==> config.mk <==
export PLATFORM = sky130hd
export DESIGN_NAME = fp_cmp_flag
export DESIGN_NICKNAME = d
export VERILOG_FILES = /design/src/rtl/fpc_pkg.sv /design/src/rtl/fpc_unpack.sv /design/src/rtl/fpc_order.sv /design/src/rtl/fp_cmp_flag.sv
export SDC_FILE = /design/constraint.sdc
export NUM_CORES = 1
export LEC_CHECK = 0
export CAP_MARGIN = 40
export CELL_PAD_IN_SITES_DETAIL_PLACEMENT = 1
export CELL_PAD_IN_SITES_GLOBAL_PLACEMENT = 1
export CORE_ASPECT_RATIO = 0.6
export CORE_UTILIZATION = 31
export DETAILED_ROUTE_END_ITERATION = 12
export HOLD_SLACK_MARGIN = 0.08
export PLACE_DENSITY_LB_ADDON = 0.1
export SYNTH_ARGS = -nofsm -noshare
export SYNTH_HDL_FRONTEND = slang
export SYNTH_SLANG_ARGS = --single-unit
==> constraint.sdc <==
create_clock -name clk -period 0.9 [get_ports clk]
set_input_delay 0.09 -clock clk [delete_from_list [all_inputs] [get_ports clk]]
set_output_delay 0.09 -clock clk [all_outputs]
set_load 0.03 [all_outputs]
==> src/rtl/fpc_pkg.sv <==
package fpc_pkg;
    localparam int WORD_W = 32;
    localparam int BUS_W  = 2 * WORD_W;
    localparam int DEXP_W = 11;
    localparam int DFRC_W = 52;
    localparam int SEXP_W = 8;
    localparam int SFRC_W = 23;
    localparam int MAG_W  = DEXP_W + DFRC_W;

    typedef enum logic [2:0] {
        REL_LT = 3'd0,
        REL_GT = 3'd1,
        REL_LE = 3'd2,
        REL_GE = 3'd3,
        REL_EQ = 3'd4,
        REL_NE = 3'd5
    } rel_e;

    typedef struct packed {
        logic             sign;
        logic [MAG_W-1:0] mag;
        logic             is_nan;
        logic             is_zero;
    } fp_key_t;

    typedef struct packed {
        logic fsr;
        logic unord;
    } cmp_state_t;
endpackage

==> src/rtl/fpc_unpack.sv <==
module fpc_unpack
    import fpc_pkg::*;
(
    input  logic [BUS_W-1:0] pair,
    input  logic             dbl,
    output fp_key_t          key
);
    localparam int EXP_PAD = DEXP_W - SEXP_W;
    localparam int FRC_PAD = DFRC_W - SFRC_W;

    logic [WORD_W-1:0] even_w;
    logic              s_sign, d_sign;
    logic [SEXP_W-1:0] s_exp;
    logic [SFRC_W-1:0] s_frc;
    logic [DEXP_W-1:0] d_exp;
    logic [DFRC_W-1:0] d_frc;

    always_comb begin
        even_w = pair[BUS_W-1:WORD_W];
        {s_sign, s_exp, s_frc} = even_w;
        {d_sign, d_exp, d_frc} = pair;
        if (dbl) begin
            key.sign   = d_sign;
            key.mag    = {d_exp, d_frc};
            key.is_nan = (&d_exp) && (|d_frc);
        end else begin
            key.sign   = s_sign;
            key.mag    = {{EXP_PAD{1'b0}}, s_exp, s_frc, {FRC_PAD{1'b0}}};
            key.is_nan = (&s_exp) && (|s_frc);
        end
        key.is_zero = (key.mag == '0);
    end
endmodule

==> src/rtl/fpc_order.sv <==
module fpc_order
    import fpc_pkg::*;
(
    input  fp_key_t ka,
    input  fp_key_t kb,
    output logic    a_lt,
    output logic    a_gt,
    output logic    a_eq,
    output logic    unord
);
    logic mag_lt, mag_gt, mag_eq, both_zero;

    always_comb begin
        unord     = ka.is_nan | kb.is_nan;
        both_zero = ka.is_zero & kb.is_zero;
        mag_lt    = ka.mag < kb.mag;
        mag_gt    = ka.mag > kb.mag;
        mag_eq    = ka.mag == kb.mag;
        a_lt = 1'b0;
        a_gt = 1'b0;
        a_eq = 1'b0;
        if (!unord) begin
            if (both_zero) begin
                a_eq = 1'b1;
            end else if (ka.sign != kb.sign) begin
                a_lt = ka.sign;
                a_gt = kb.sign;
            end else if (ka.sign) begin
                a_lt = mag_gt;
                a_gt = mag_lt;
                a_eq = mag_eq;
            end else begin
                a_lt = mag_lt;
                a_gt = mag_gt;
                a_eq = mag_eq;
            end
        end
    end
endmodule

==> src/rtl/fp_cmp_flag.sv <==
module fp_cmp_flag
    import fpc_pkg::*;
(
    input  logic             clk,
    input  logic             rst_n,
    input  logic             op_valid,
    input  logic             dbl_sel,
    input  logic [2:0]       rel_code,
    input  logic [BUS_W-1:0] src_a,
    input  logic [BUS_W-1:0] src_b,
    output logic             fsr_bit,
    output logic             unord_flag
);
    localparam int NOPS = 2;

    fp_key_t    keys [NOPS];
    logic [BUS_W-1:0] srcs [NOPS];
    logic       lt_w, gt_w, eq_w, un_w, hit_w;
    cmp_state_t st_d, st_q;

    assign srcs[0] = src_a;
    assign srcs[1] = src_b;

    for (genvar gi = 0; gi < NOPS; gi++) begin : g_unpack
        fpc_unpack u_unpack (.pair(srcs[gi]), .dbl(dbl_sel), .key(keys[gi]));
    end

    fpc_order u_order (
        .ka(keys[0]), .kb(keys[1]),
        .a_lt(lt_w), .a_gt(gt_w), .a_eq(eq_w), .unord(un_w)
    );

    always_comb begin
        case (rel_code)
            REL_LT:  hit_w = lt_w;
            REL_GT:  hit_w = gt_w;
            REL_LE:  hit_w = lt_w | eq_w;
            REL_GE:  hit_w = gt_w | eq_w;
            REL_EQ:  hit_w = eq_w;
            REL_NE:  hit_w = ~eq_w;
            default: hit_w = 1'b0;
        endcase
        st_d = st_q;
        if (op_valid) begin
            st_d.fsr   = hit_w;
            st_d.unord = un_w;
        end
    end

    always_ff @(posedge clk or negedge rst_n) begin
        if (!rst_n) st_q <= '0;
        else        st_q <= st_d;
    end

    assign fsr_bit    = st_q.fsr;
    assign unord_flag = st_q.unord;


    hold_when_idle_chk: assert property (@(posedge clk) disable iff (!rst_n)
        !op_valid |=> ($stable(fsr_bit) && $stable(unord_flag)));

    nan_sets_unord_chk: assert property (@(posedge clk) disable iff (!rst_n)
        (op_valid && (keys[0].is_nan || keys[1].is_nan)) |=> unord_flag);

    nan_false_chk: assert property (@(posedge clk) disable iff (!rst_n)
        (op_valid && un_w && rel_code != REL_NE) |=> !fsr_bit);

    zero_equal_chk: assert property (@(posedge clk) disable iff (!rst_n)
        (op_valid && keys[0].is_zero && keys[1].is_zero && rel_code == REL_EQ) |=> fsr_bit);

    order_exclusive_chk: assert property (@(posedge clk) disable iff (!rst_n)
        $onehot0({lt_w, gt_w, eq_w}));

    spare_code_zero_chk: assert property (@(posedge clk) disable iff (!rst_n)
        (op_valid && rel_code > 3'd5) |=> !fsr_bit);
endmodule

After elaboration in Yosys (flattened, before gate mapping)
Index checks and enable logic that the tools add are counted.
{ "totals": {"ff_bits": 2, "in_bits": 135, "output_inout_bits": 2, "elab_cells": 45} }
{ "classes": {"magnitude_cmp": 2, "eq_ne": 7, "muxes": 14, "n_bitwise": 5, "reduce_logical": 15} }
{ "op_table": {"columns": ["cell", "count"], "rows": [
  ["2-to-1 mux 64 bit", 2],
  ["logical NOT 63 bit", 2],
  ["OR reduction 52 bit", 2],
  ["equality test 63 bit", 1],
  ["> comparator 63 bit", 1],
  ["less-than comparator 63 bit", 1],
  ["OR reduction 23 bit", 2],
  ["AND reduction 11 bit", 2],
  ["AND reduction 8 bit", 2],
  ["2-to-1 mux 1 bit", 11],
  ["equality test 3 x 2 -> 1 bit (second input constant)", 2],
  ["equality test 3 bit (second input constant)", 2],
  ["case mux 1 bit (6 select lines)", 1],
  ["logical AND 1 bit", 4],
  ["equality test 3 x 1 -> 1 bit (second input constant)", 1],
  ["logical NOT 3 bit", 1],
  ["OR 1 bit", 3],
  ["bitwise AND 1 bit", 1],
  ["!= test 1 bit", 1],
  ["NOT 1 bit", 1]
]} }

Logic depth before layout (Yosys ltp)
{ "logic_depth": {"depth_word": 10, "mapped_depth": 16, "mapped_depth_nobuf": 11} }

By module
A second synthesis with hierarchy kept.
{ "unflattened": {"hier_cells": 501, "area_unflattened_um2": 3629.7} }
{ "modules_own_cells": {"columns": ["module", "n_inst", "cells_per_inst", "area_per_inst_um2", "seq_area_each_um2"], "rows": [
  ["fpc_unpack", 2, 127, 933.4, 0.0],
  ["fpc_order", 1, 237, 1652.8, 0.0],
  ["fp_cmp_flag", 1, 10, 110.1, 50.0]
]} }

Least setup slack after synthesis
No wires, ideal clock.
{ "synth_path": {"path_kind": "in2reg", "from": "input port dbl_sel", "to": "register st_q (netlist bit fsr_bit)", "setup_time_ns": 0.126, "arrival_time_ns": 3.646, "required_time_ns": 0.774, "setup_slack_ns": -2.872, "stages": 16, "path_buffers": 5, "path_cell_list": "buf_2 -> clkbuf_1 -> buf_2 -> buf_1 -> clkbuf_1 -> mux2i_1 -> ha_1 -> nand4_1 -> nor4_1 -> nand3_1 -> or2_2 -> nor2_1 -> o21bai_2 -> xnor2_1 -> a22o_1 -> a221o_1"} }
{ "synth_between": {"elab_chain_cells": 8, "word_cells_on_any_way": 24, "classes_between": "order compare: 2; eq/ne: 1; mux: 14; bitwise: 5; reduce/logical: 2"} }
{ "synth_lines": {"columns": ["element", "line_no", "rtl"], "rows": [
  ["from (decl)", "fp_cmp_flag.sv:7", "input logic dbl_sel,"],
  ["2-to-1 mux 64 bit", "fpc_unpack.sv:22", "if (dbl) begin"],
  ["> comparator 63 bit / less-than comparator 63 bit (equally long branches)", "fpc_order.sv:17, fpc_order.sv:16", null],
  ["2-to-1 mux 1 bit", "fpc_order.sv:28", "end else if (ka.sign) begin"],
  ["2-to-1 mux 1 bit", "fpc_order.sv:25", "end else if (ka.sign != kb.sign) begin"],
  ["2-to-1 mux 1 bit", "fpc_order.sv:23", "if (both_zero) begin"],
  ["2-to-1 mux 1 bit", "fpc_order.sv:22", "if (!unord) begin"],
  ["OR 1 bit, on equally long branches", "fp_cmp_flag.sv:38, fp_cmp_flag.sv:37", null],
  ["case mux 1 bit (6 select lines) (*)", "fp_cmp_flag.sv:34", "case (rel_code)"],
  ["to (signal assigned)", "fp_cmp_flag.sv:52", "else st_q <= st_d;"],
  ["to (decl)", "fp_cmp_flag.sv:19", "cmp_state_t st_d, st_q;"]
]} }
Every way passes the cells marked *; elsewhere a longest branch is shown, timed or not.
A chain may end at the register's enable or synchronous reset.

Worst setup path in the final report
Same ends and word-level chain as after synthesis.

==> results.cfg <==
[critical_path]
crit_buf_inv = 5
crit_path_max_incr_delay_ps = 450
cp_top_family = compound AO/OA/AOI/OAI gates
rr_startpoint = fsr_bit
path_class = input pin to register
path_cells = buf_12, buf_12, buf_4, buf_8, mux2i_4, ha_4, a21oi_2, nor2_2, a211oi_2, o41ai_2, o31a_1, a2111oi_4, buf_2, o21ai_2, a21o_1, a221o_1
cp_common_cell = buf_12
reg2reg_to = fsr_bit
start_kind = input pin
rr_worst_depth = 2
slowest_stage = mux2i_4
worst-r2r-setup-slack_ps = -60
path_max_fanout = 26
crit_arrival_ps = 3420
cp-endpoint = fsr_bit
crit_path_end_kind = register
required_ps = 1000
cp-startpoint = dbl_sel
cp.depth = 16

[logic_synthesis]
avgSynthCellArea_um2 = 7.50
ys_seq_area_share_pct = 1.56
ys_seq_elements = 2
synth_edf_count = 0
yosys_warnings = 0
syn_inst = 429
synth_ff_type = dfrtp_1
syn_area_um2 = 3220
syn-num-nets = 627
async_flop_share_pct = 100
yosysUniqueCellTypes = 54

[grt]
track_usage_pct = 41.0
antenna_found_initial = 1
grt_pass1_wl_mm = 32.9
grt_max_degree = 27
grt-ovfl-total = 0
grt_pass1_vias = 5444

[timing]
whs_ps = 590
max_freq_mhz = 302
maxSlewViolCount = 0
period_share_pct = 368
hold_viol = 0
rsz0062_at_grt = true
setup_viol = 2
skew_ps = 0
tightestPinTransition_ps = 935
period_minus_slack_ps = 3320
layout_setup_ws_ps = -2420
slew_headroom_pct = 37.1

[power]
powerDensity_nw_per_um2 = 680
leakage_nw = 2.93
total_power_mw = 4.50
irDropWorstVdd_v = 0.000697

[clock_tree]
clk_path_buf_depth = 2
clock-sinks = 2
cts-buffers-inserted = 3
root_buffer = clkbuf_16
cts_max_level = 1
clk_latency_ps = 230
path_clk_slew_ps = 30
cts_tree = built

[detailed_routing]
vias_per_cell = 6.51
vias = 5523
drtIter0Drc = 632
wl_mm = 26.0
drtAntennaViolNets = 0
drc = 0
wire_per_inst_um = 30.7
first_pass_iters = 8

[floorplanning]
io_pins = 137
die_w_um = 133
dieArea_um2 = 10800
die_h_um = 80.9
row_count = 28
start_util_pct = 32.2
core_um2 = 9980

[placement]
place_area_um2 = 5760
portBuffers = 136
post-dp-hpwl_mm = 15.8
routabilityCongestion = 0.949

[min_path]
hold_path.class = register to register

[cells_and_area]
fin_util_pct = 66.3
fillers = 1147
drive_above_1_share_pct = 41.0
final_cell_area_um2 = 6620
area_delta_synth_final_pct = 106
finalNetCount = 912

[status]
status = finished, violations left
violations = setup timing

[job]
maxCapViolations = 0
## state kept, by name, summed over array words and instances, names as in the netlist
signal and count:
fsr_bit 1, unord_flag 1
## kinds of logic after synthesis
family          count (synthesis)  synth area share (%)
xor+xnor                        4                  1.09
simple gates                  212                  35.7
flops                           2                  1.56
buf+inv                        18                  2.18
compound gates                 67                  14.1
mux                            63                  20.9
fa+ha+maj                      63                  24.5
## per-stage QoR
stage                     std cells  TNS (ps)  setup slack, ps
after floorplan                 429     -2730            -1990
after detailed placement        819     -4460            -2830
after global routing            849     -3800            -2380
after CTS                       842     -3110            -2040
after global placement          818     -4610            -3000
final                           849     -3850            -2420
## cells in the mapped netlist (all sizes together), types with 2 or more instances
library cell   n  share of area, %
ha            63                25
a21o           8               1.9
o21ai          9               1.4
nand2         53               6.2
a2111oi        3               1.0
or4            4               1.1
nand3         13               2.0
nor2          20               2.3
o31a           3              0.82
a22oi          2              0.47
nand4         22               4.3
clkbuf        10               1.2
a211oi         5               1.3
nor4          36               7.5
a31oi          2              0.39
or2            2              0.39
inv            2              0.23
xnor2          3              0.82
mux2i         31               9.6
nor2b          5              0.97
buf            6              0.78
nor3          17               2.6
a21oi         23               3.6
and2          32               6.2
mux2          32                11
dfrtp          2               1.6
o21bai         3              0.82
nand4b         2              0.54
## per-layer routing
metal	GRT usage (%)	vias to the layer above	wire [um]
li1	-	2256	-
met1	52.6	2611	10100
met2	67.2	466	10800
met3	9.86	186	3290
met4	15.0	4	1820
met5	0	-	54
## what timing repair did
item | CTS | global route
gates cloned | 2 | 0
hold buffers | 1 | 0
hold endpoints to repair | 2 | 0
pin swaps | 50 | 18
endpoints found under the setup margin | 2 | 4
gates resized for setup | 233 | 38
setup buffers | 18 | 5
## final cells by class
| type | instances | area (um^2) | area share [%] |
|---|---|---|---|
| Timing Repair Buffer | 296 | 2690 | 40.6 |
| Tap cell | 135 | 169 | 2.55 |
| Clock buffer | 3 | 75.1 | 1.13 |
| Antenna cell | 2 | 5.00 | 0.0756 |
| Multi-Input combinational cell | 409 | 3630 | 54.8 |
| Sequential cell | 2 | 50.0 | 0.756 |
| Inverter | 2 | 7.51 | 0.113 |
## worst min-delay path by stage
stage / endpoint / slack [ps] / cells after the start / from
2_1_floorplan: fsr_bit / -210 / 0 / rst_n
3_3_place_gp: unord_flag / 270 / 1 / rst_n
3_5_place_dp: unord_flag / 270 / 1 / rst_n
4_1_cts: unord_flag / 540 / 1 / unord_flag
5_1_grt: unord_flag / 590 / 1 / unord_flag
6_report: unord_flag / 590 / 1 / unord_flag
## layout by cell type (no fill, tap or decap), types with 3 or more instances in the layout
master           synthesis  final
nor3_1                  17     11
a21oi_1                 23     18
clkbuf_16                0      3
nor4_1                  35     20
nor2_2                   0      3
mux2_2                  30     27
a21oi_2                  0      5
nand2_1                 53     50
or4_4                    1      4
nor2_1                  20     16
buf_12                   0      6
mux2i_1                 31     27
buf_8                    0      8
buf_2                    2     13
a21o_1                   8      8
and2_1                  32     32
clkdlybuf4s50_1          0     66
dlygate4sd2_1            0     25
o31a_1                   3      3
clkdlybuf4s15_2          0      9
dlymetal6s2s_1           0      3
buf_6                    0     15
clkbuf_2                 0      7
nor4_4                   1      8
xnor2_1                  3      3
nor2b_1                  5      5
ha_4                     0     10
ha_1                    63     53
o21ai_0                  7      5
nand3_1                 13     12
a211oi_1                 4      3
nand4_1                 22     22
nor3_4                   0      4
mux2i_4                  0      3
nor4_2                   0      8
mux2_4                   0      5
buf_4                    0    131
clkdlybuf4s15_1          0     10
## power breakdown
part,leakage (nW),total (mW),internal (mW),switching (mW)
sequential,0.0257,0.112,0.101,0.0107
combinational,2.87,3.70,1.85,1.85
clock,0.0370,0.692,0.567,0.125
total,2.93,4.50,2.52,1.98
(Power assumes the default switching activity.)
